**src/rtl/rowmv_pkg.sv**
```systemverilog
package rowmv_pkg;
  typedef enum logic [0:0] {
    MV_IDLE = 1'b0,
    MV_MOVE = 1'b1
  } mv_state_e;

  localparam int unsigned GROUP_REGS = 4;
  localparam int unsigned STEP_W     = 2;
  localparam int unsigned SCALAR_W   = 5;
  localparam int unsigned REG_W      = 5;
  localparam logic [2:0]  SCALAR_HI  = 3'b010;
endpackage

```
**src/rtl/rowmv_decode.sv**
```systemverilog
module rowmv_decode
  import rowmv_pkg::*;
#(
  parameter int unsigned STRIDE_W = 2
) (
  input  logic [1:0]          sel_i,
  input  logic [2:0]          off_i,
  input  logic [31:0]         base_i,
  output logic [SCALAR_W-1:0] scalar_idx_o,
  output logic [STRIDE_W-1:0] start_row_o
);
  logic [31:0] sum;
  logic        unused_sum_hi;

  // Fixed high bits select the scalar bank 8..11.
  assign scalar_idx_o  = {SCALAR_HI, sel_i};
  assign sum           = base_i + {29'd0, off_i};
  // The stride is a power of two, so the modulo keeps only the low bits.
  assign start_row_o   = sum[STRIDE_W-1:0];
  assign unused_sum_hi = ^sum[31:STRIDE_W];
endmodule

```
**src/rtl/rowmv_seq.sv**
```systemverilog
module rowmv_seq
  import rowmv_pkg::*;
(
  input  logic              clk,
  input  logic              rst_n,
  input  logic              start_i,
  input  logic              feat_i,
  input  logic              en_i,
  output logic              busy_o,
  output logic [STEP_W-1:0] step_o,
  output logic              load_o,
  output logic              done_o,
  output logic              undef_o,
  output logic              trap_o
);
  mv_state_e         st_q, st_d;
  logic [STEP_W-1:0] step_q, step_d;
  logic              done_q, done_d;
  logic              undef_q, undef_d;
  logic              trap_q, trap_d;
  logic              accept;

  always_comb begin
    st_d    = st_q;
    step_d  = step_q;
    done_d  = 1'b0;
    undef_d = 1'b0;
    trap_d  = 1'b0;
    accept  = 1'b0;
    case (st_q)
      MV_IDLE: begin
        if (start_i) begin
          if (!feat_i) begin
            undef_d = 1'b1;
          end else if (!en_i) begin
            trap_d = 1'b1;
          end else begin
            accept = 1'b1;
            st_d   = MV_MOVE;
            step_d = '0;
          end
        end
      end
      MV_MOVE: begin
        step_d = step_q + 1'b1;
        if (step_q == STEP_W'(GROUP_REGS - 1)) begin
          st_d   = MV_IDLE;
          done_d = 1'b1;
        end
      end
      default: st_d = MV_IDLE;
    endcase
  end

  always_ff @(posedge clk or negedge rst_n) begin
    if (!rst_n) begin
      st_q    <= MV_IDLE;
      step_q  <= '0;
      done_q  <= 1'b0;
      undef_q <= 1'b0;
      trap_q  <= 1'b0;
    end else begin
      st_q    <= st_d;
      step_q  <= step_d;
      done_q  <= done_d;
      undef_q <= undef_d;
      trap_q  <= trap_d;
    end
  end

  assign busy_o  = (st_q == MV_MOVE);
  assign step_o  = step_q;
  assign load_o  = accept;
  assign done_o  = done_q;
  assign undef_o = undef_q;
  assign trap_o  = trap_q;
endmodule

```
**src/rtl/rowmv_addr.sv**
```systemverilog
module rowmv_addr
  import rowmv_pkg::*;
#(
  parameter int unsigned STRIDE_W = 2,
  parameter int unsigned ROW_W    = STRIDE_W + STEP_W
) (
  input  logic                clk,
  input  logic                rst_n,
  input  logic                load_i,
  input  logic [STRIDE_W-1:0] start_row_i,
  input  logic [2:0]          dst_grp_i,
  input  logic [STEP_W-1:0]   step_i,
  output logic [ROW_W-1:0]    rd_addr_o,
  output logic [REG_W-1:0]    wr_addr_o
);
  logic [STRIDE_W-1:0] start_q, start_d;
  logic [2:0]          dst_q, dst_d;

  always_comb begin
    start_d = start_q;
    dst_d   = dst_q;
    if (load_i) begin
      start_d = start_row_i;
      dst_d   = dst_grp_i;
    end
  end

  always_ff @(posedge clk or negedge rst_n) begin
    if (!rst_n) begin
      start_q <= '0;
      dst_q   <= '0;
    end else begin
      start_q <= start_d;
      dst_q   <= dst_d;
    end
  end

  // The quarter number is the high part of the row address, so start + step*stride.
  assign rd_addr_o = {step_i, start_q};
  // The register group is aligned to four, so the step fills the low two bits.
  assign wr_addr_o = {dst_q, step_i};
endmodule

```
**src/rtl/quad_row_mover.sv**
```systemverilog
module quad_row_mover
  import rowmv_pkg::*;
#(
  parameter  int unsigned VL_BITS  = 128,
  localparam int unsigned ROWS     = VL_BITS / 8,
  localparam int unsigned STRIDE   = ROWS / GROUP_REGS,
  localparam int unsigned STRIDE_W = $clog2(STRIDE),
  localparam int unsigned ROW_W    = $clog2(ROWS)
) (
  input  logic                clk,
  input  logic                rst_n,
  input  logic                start,
  input  logic                feat_present,
  input  logic                stream_en,
  input  logic                matrix_en,
  input  logic [1:0]          sel_field,
  input  logic [2:0]          off_field,
  input  logic [2:0]          dst_field,
  output logic [SCALAR_W-1:0] scalar_idx,
  input  logic [31:0]         base_val,
  output logic                row_rd_en,
  output logic [ROW_W-1:0]    row_rd_addr,
  input  logic [VL_BITS-1:0]  row_rd_data,
  output logic                reg_wr_en,
  output logic [REG_W-1:0]    reg_wr_addr,
  output logic [VL_BITS-1:0]  reg_wr_data,
  output logic                busy,
  output logic                done,
  output logic                undef_flag,
  output logic                trap_flag
);
  logic [STRIDE_W-1:0] start_row;
  logic [STEP_W-1:0]   step;
  logic                load;
  logic                en_ok;

  assign en_ok = stream_en & matrix_en;

  rowmv_decode #(.STRIDE_W(STRIDE_W)) u_dec (
    .sel_i        (sel_field),
    .off_i        (off_field),
    .base_i       (base_val),
    .scalar_idx_o (scalar_idx),
    .start_row_o  (start_row)
  );

  rowmv_seq u_seq (
    .clk     (clk),
    .rst_n   (rst_n),
    .start_i (start),
    .feat_i  (feat_present),
    .en_i    (en_ok),
    .busy_o  (busy),
    .step_o  (step),
    .load_o  (load),
    .done_o  (done),
    .undef_o (undef_flag),
    .trap_o  (trap_flag)
  );

  rowmv_addr #(.STRIDE_W(STRIDE_W), .ROW_W(ROW_W)) u_addr (
    .clk         (clk),
    .rst_n       (rst_n),
    .load_i      (load),
    .start_row_i (start_row),
    .dst_grp_i   (dst_field),
    .step_i      (step),
    .rd_addr_o   (row_rd_addr),
    .wr_addr_o   (reg_wr_addr)
  );

  // Unpredicated move: the whole row passes through.
  assign row_rd_en   = busy;
  assign reg_wr_en   = busy;
  assign reg_wr_data = row_rd_data;
endmodule

```
**config.mk**
```make
export PLATFORM = sky130hd
export DESIGN_NAME = quad_row_mover
export DESIGN_NICKNAME = d
export VERILOG_FILES = /design/src/rtl/rowmv_pkg.sv /design/src/rtl/rowmv_decode.sv /design/src/rtl/rowmv_seq.sv /design/src/rtl/rowmv_addr.sv /design/src/rtl/quad_row_mover.sv
export SDC_FILE = /design/constraint.sdc
export NUM_CORES = 1
export LEC_CHECK = 0
export CAP_MARGIN = 40
export CORE_AREA = 2 2 124 126
export CTS_BUF_LIST = sky130_fd_sc_hd__clkbuf_4 sky130_fd_sc_hd__clkbuf_8 sky130_fd_sc_hd__clkbuf_16
export DETAILED_ROUTE_END_ITERATION = 12
export DIE_AREA = 0 0 126 128
export GPL_TIMING_DRIVEN = 0
export PLACE_DENSITY = 0.51
export SLEW_MARGIN = 20
export SYNTH_ARGS = -nofsm -noshare
export SYNTH_HDL_FRONTEND = slang
export SYNTH_SLANG_ARGS = --single-unit
```
**constraint.sdc**
```tcl
create_clock -name clk -period 1.35 [get_ports clk]
set_clock_uncertainty 0.15 [all_clocks]
set_input_delay 0.3375 -clock clk [delete_from_list [all_inputs] [get_ports clk]]
set_output_delay 0.3375 -clock clk [all_outputs]
set_load 0.02 [all_outputs]
```
==> results of run 1 <==
==> flip-flops by register name (all words and copies together), names as in the netlist <==
signal          cells
u_addr.dst_q        3
u_addr.start_q      2
u_seq.busy_o        1
u_seq.done_o        1
u_seq.step_o        2
u_seq.trap_o        1
u_seq.undef_o       1
==> kinds of logic after synthesis <==
kind of cell	Yosys count
muxes	5
other	2
adders and majority gates	2
buffers and inverters	138
and+or+nand+nor	9
DFF	11
xor gates and xnor gates	2
AOI/OAI and AO/OA	4
==> synthesized netlist by cell type <==
cell	n	area (um^2)
nor3b_1	1	7.510
buf_4	137	1028
nand4_1	1	6.260
and2_2	1	7.510
nor2_8	1	20.02
xnor2_1	2	17.52
conb_1	2	7.510
nand3_1	1	5.000
ha_1	2	25.02
a21oi_1	2	10.01
mux2_4	5	75.07
inv_1	1	3.750
nand2_1	2	7.510
o21ai_0	2	10.01
dfrtp_1	11	275.3
nand3b_4	1	20.02
nand2_4	1	11.26
==> worst max-delay path, cell delays in order, from the launching register on <==
cell	delay, ps
dfrtp_2	430
buf_6	120
buf_6	100
buf_6	120
==> power by group through the flow <==
stage	combinational (mW)	sequential, mW	clock, mW
4_1_cts	1.95	0.568	0.568
6_report	1.91	0.566	0.559
3_3_place_gp	2.01	0.597	0
2_1_floorplan	0.969	0.745	0
5_1_grt	2.03	0.587	0.584
3_5_place_dp	2.02	0.605	0
==> what timing repair did <==
item                                    CTS  global route
setup buffers                             5             0
pin swaps                                 4             1
gates resized for setup                 203             6
endpoints found under the setup margin  150            14
==> routing by layer <==
| metal | global-route usage [%] | vias to the layer above | share of wire, % |
|---|---|---|---|
| li1 | - | 723 | - |
| met1 | 5.921 | 653 | 32 |
| met2 | 11.92 | 138 | 55 |
| met3 | 2.671 | 7 | 12 |
| met4 | 1.616 | 2 | 0.81 |
| met5 | 0 | - | 0.21 |
==> cell type report <==
| cell class | count | area, um^2 | share of cell area, % |
|---|---|---|---|
| repair buffers | 162 | 1419 | 43.13 |
| clock buffers | 4 | 82.58 | 2.510 |
| inverters | 1 | 3.754 | 0.1141 |
| multi-input cells | 25 | 244.0 | 7.417 |
| well taps | 188 | 235.2 | 7.151 |
| plain buffers | 136 | 1028 | 31.27 |
| flip-flops and latches | 11 | 276.5 | 8.406 |
==> stage by stage <==
stage	utilization, %	instances
after floorplan	-	174
after global placement	22.53	519
after detailed placement	22.53	519
after CTS	22.15	528
after global routing	22.13	527
final	22.13	527
==> worst max path at each step <==
stage                      startpoint                           to  slack, ps  cells past startpoint
5_1_grt        u_seq.busy_o$_DFF_PN0_                    row_rd_en       -160                      3
3_3_place_gp             feat_present  u_addr.dst_q[1]$_DFFE_PN0P_       -420                      4
4_1_cts        u_seq.busy_o$_DFF_PN0_                    row_rd_en       -170                      3
3_5_place_dp                    start  u_addr.dst_q[2]$_DFFE_PN0P_       -420                      4
6_report       u_seq.busy_o$_DFF_PN0_                    row_rd_en       -140                      3
2_1_floorplan  u_seq.busy_o$_DFF_PN0_  u_addr.dst_q[0]$_DFFE_PN0P_        -40                      3
==> impl_results.md, run 1 <==
* Outcome: finished, violations left
* Failing checks: negative setup slack
* Placement Setup Slack at -424.9 ps
* Crit path kind: reg2out
* Commonest non-fill, non-tap cell in the layout: buf_4
* Starting DRT DRC Count at 8
* Worst setup SP type: flip-flop
* Most frequent cells in the layout: buf_4, dlygate4sd2_1, dfrtp_1
* Power consumption at 3.040 mW
* Fmax at 671.0 MHz
* Clock Latency Late Sink at 240 ps
* DRC at 0
* Reg2Reg Depth at 4
* Setup TNS at -872.9 ps
* Initial core utilization at 10.35%
* Antenna Diode Count at 0
* Comb pwr share at 63.0%
* Flop-to-flop setup slack at -120 ps
* Largest net degree at the start of global routing at 12
* Final period utilization at 110.4%
* Placer Congestion at 0.7663
* Net Sw Power at 1.140 mW
* Compound-Gate Fraction of Synth Area at 1.302%
* Grt ovf at 0
* Initial antenna violation count at 1
* # port buffers at 157
* Worst ir drop on vdd at 388.4 uV
* Tightest Pin Transition at 527.4 ps
* Slew Limit Headroom at 64.73%
* Min Tclk post-route at 1490 ps
* #FFs+latches synth at 11
* Worst Path Required at 860 ps
* Mux contribution to synthesized area at 4.882%
* First-pass DRT Iterations at 2
* Internal at 1.900 mW
* Vias in the first global route at 1471
* GR Util All Layers at 6.151%
* CTS Hold Bufs at 0
* CTS root buf: clkbuf_16
* Simple-Gate Fraction of Synth Area at 5.533%
* RR Startpoint: u_seq.busy_o$_DFF_PN0_
* CTS buffer count at 3
* H-tree lvl count at 1
* Leakage at 1.822 nW
* Fillers at 1692
* Worst path arrival time at 1000 ps
* Nets at 516
* Synthesis Warnings at 0
* CP max FO at 3
* P&R area growth vs syn at 113.9%
* Global-route wire length before repair at 7893 um
* Final Setup Violations at 9
* Full die area at 0.01613 mm^2
* Largest family of logic cells by synthesized area: buffers and inverters
* PD cells at 924.2 mW/mm^2
* Reg clk slew, reported paths at 40 ps
* Sequential share of the synthesized area at 17.90%
* Placed Area at 0.003349 mm^2
* RSZ-0062 raised after global routing: true
* Routed via count at 1523
* CTS Sinks at 11
* Syn_area_per_cell at 8.889 um^2
* Cell area after synthesis at 0.001538 mm^2
* Hold endpoint: u_seq.trap_o$_DFF_PN0_
* Chip width at 126 um
* Overall die height at 128 um
* PnR worst setup slack at -140.3 ps
* RR Endpoint: u_addr.dst_q[0]$_DFFE_PN0P_
* Post-DP HPWL at 5325 um
* Worst Hold Depth at 2
* Hold Path Origin: matrix_en
* Sw frac at 37.50%
* Wirelength, routed at 5832 um
* Sequential share of power at 18.6%
* Design area at 0.003289 mm^2
* Post-route ant nets at 0
* HP Class: in2reg
* Placement Rows at 45
* Mapped Cells at 173
* Vias/cell at 2.890
* Synth cell types at 17
* Fraction of layout instances using a drive strength above 1 at 50.74%
* Critical Path Sink Type: primary output
* CTS tree: yes
* Core area at 0.01486 mm^2
* Final Hold Vio Count at 0
* Max Transition Viols Final at 0
* Ports at 322
* Avg WL per Cell at 11.07 um
* Synth Area in Adders at 1.627%
* Worst hold slack at 259.1 ps
* Max-Cap Viols at 0
* Post-Synth XOR/XNOR Area at 1.139%
* Clock power frac at 18.4%
* Maximum buffer depth of the clock tree at 2
(Power assumes the default switching activity.)
==> inputs of run 2 (changes only) <==
Settings changed: SLEW_MARGIN 20 to 40, TNS_END_PERCENT set to 30.
==> run 2 against run 1 <==
Effect of this change: the flow still finishes with violations (negative setup slack); critical endpoint unchanged; largest cell class unchanged; routed wire length up 1.0%; critical path depth unchanged; utilization down 0.81 points; critical path type unchanged; hold slack worse by 2.7 ps; combinational power up 5%; worst setup slack about the same.
==> impl_results.md, run 2 (same netlist as run 1, synthesis figures left out) <==
* Outcome: finished, violations left
* Failing checks: negative setup slack
* PnR worst setup slack at -140.5 ps
* PD cells at 987.8 mW/mm^2
* CP cell instances: buf_6, buf_6, buf_6
* Critical Path Sink Type: primary output
* Post-route ant nets at 0
* Fraction of layout instances using a drive strength above 1 at 81.76%
* Vias/cell at 2.886
* Vias in the first global route at 1449
* Post-DP HPWL at 5325 um
* Initial core utilization at 10.35%
* Largest net degree at the start of global routing at 12
* Initial antenna violation count at 1
* RR Startpoint: u_seq.busy_o$_DFF_PN0_
* Hold Path Origin: matrix_en
* # port buffers at 157
* Worst path arrival time at 1000 ps
* CP max FO at 3
* Ports at 322
* Buffer and inverter count on the worst path at 3
* Crit path from: u_seq.busy_o$_DFF_PN0_
* Final period utilization at 110.4%
* Crit-path max cell delay at 430 ps
* Min Tclk post-route at 1490 ps
* GR Util All Layers at 6.134%
* H-tree lvl count at 1
* Slew Limit Headroom at 64.87%
* Cell family with most CP delay: flip-flops
* Largest Register: u_addr.dst_q
* HP Class: in2reg
* Max Transition Viols Final at 0
* CTS root buf: clkbuf_16
* Maximum buffer depth of the clock tree at 2
* Global-route wire length before repair at 7872 um
* Max reg flops at 3
* Power consumption at 3.131 mW
* Tightest Pin Transition at 525.2 ps
* Core area at 0.01486 mm^2
* CTS buffer count at 3
* Clock Latency Late Sink at 240 ps
* Placed Area at 0.003349 mm^2
* Avg WL per Cell at 11.16 um
* CTS Sinks at 11
* Commonest non-fill, non-tap cell in the layout: buf_4
* Placer Congestion at 0.7663
* DRC at 0
* First-pass DRT Iterations at 2
* Crit path kind: reg2out
* Fmax at 670.9 MHz
* Worst ir drop on vdd at 390.3 uV
* Most frequent cells in the layout: buf_4, dlygate4sd2_1, dfrtp_1
* Grt ovf at 0
* RSZ-0062 raised after global routing: true
* Starting DRT DRC Count at 6
* Wirelength, routed at 5891 um
* Core Util, Final at 21.32%
* Overall die height at 128 um
* P&R area growth vs syn at 106.1%
* Final Setup Violations at 10
* Max-Cap Viols at 0
* Chip width at 126 um
* CTS tree: yes
* Placement Rows at 45
* Full die area at 0.01613 mm^2
* Leakage at 1.780 nW
* Final Hold Vio Count at 0
* Slowest-stage cell, CP: dfrtp_2
* Nets at 517
* Design area at 0.003169 mm^2
* Worst setup SP type: flip-flop
* Worst path most repeated cell: buf_6
* Reg clk slew, reported paths at 40 ps
* Routed via count at 1524
* CTS Hold Bufs at 0
* Worst Path Required at 860 ps
* Antenna Diode Count at 0
==> run 2: cell count changes in the layout (fill, tap and decap cells not counted) <==
cell | before | now
buf_6 | 8 | 9
buf_4 | 138 | 243
dlygate4sd2_1 | 134 | 29
==> run 2: area by class of cell <==
type	count	area, um^2
buffer	137	1040
inverter	1	3.754
fill	1706	11700
timing repair buffer	162	1287
multi-input combinational	25	244.0
tap	188	235.2
sequential	11	276.5
clock buffer	4	82.58
==> run 2: worst paths after layout <==
path                                                to  slack (ps)  depth (start not counted)
min                             u_seq.trap_o$_DFF_PN0_         260                          2
max in group asynchronous       u_seq.busy_o$_DFF_PN0_         370                          1
min in group asynchronous       u_seq.done_o$_DFF_PN0_         300                          1
max                                          row_rd_en        -140                          3
max reg2reg                u_addr.dst_q[0]$_DFFE_PN0P_        -120                          4
min reg2reg                u_addr.dst_q[2]$_DFFE_PN0P_         360                          1
==> run 2: power by group <==
group	internal, mW	total [mW]	switching [mW]
Combinational	1.09	2.01	0.919
Sequential	0.472	0.565	0.0930
Clock	0.416	0.559	0.143
Total	1.98	3.13	1.16
==> run 2: routing by layer <==
layer  GRT usage, %  part of all wire [%]
met1          5.795                    30
met2          12.08                    56
met3          2.588                    13
met4          1.616                  0.80
met5              0                  0.20
==> run 2: timing repair <==
item | in CTS | in global routing
buffers inserted | 5 | 0
endpoints found under the hold margin | 0 | 0
pin swaps | 4 | 1
gates resized for setup | 203 | 6
setup endpoints to repair | 150 | 14
==> run 2: through the flow <==
step           setup slack, ps  setup TNS [ps]  hold slack (ps)  cells
5_1_grt                 -163.9           -1257            276.9    528
2_1_floorplan           -39.90          -199.5           -108.1    174
3_5_place_dp            -424.9          -23890            356.1    519
4_1_cts                 -165.6           -1135            318.2    528
3_3_place_gp            -417.4          -23890            344.8    519
6_report                -140.5          -894.9            256.4    528
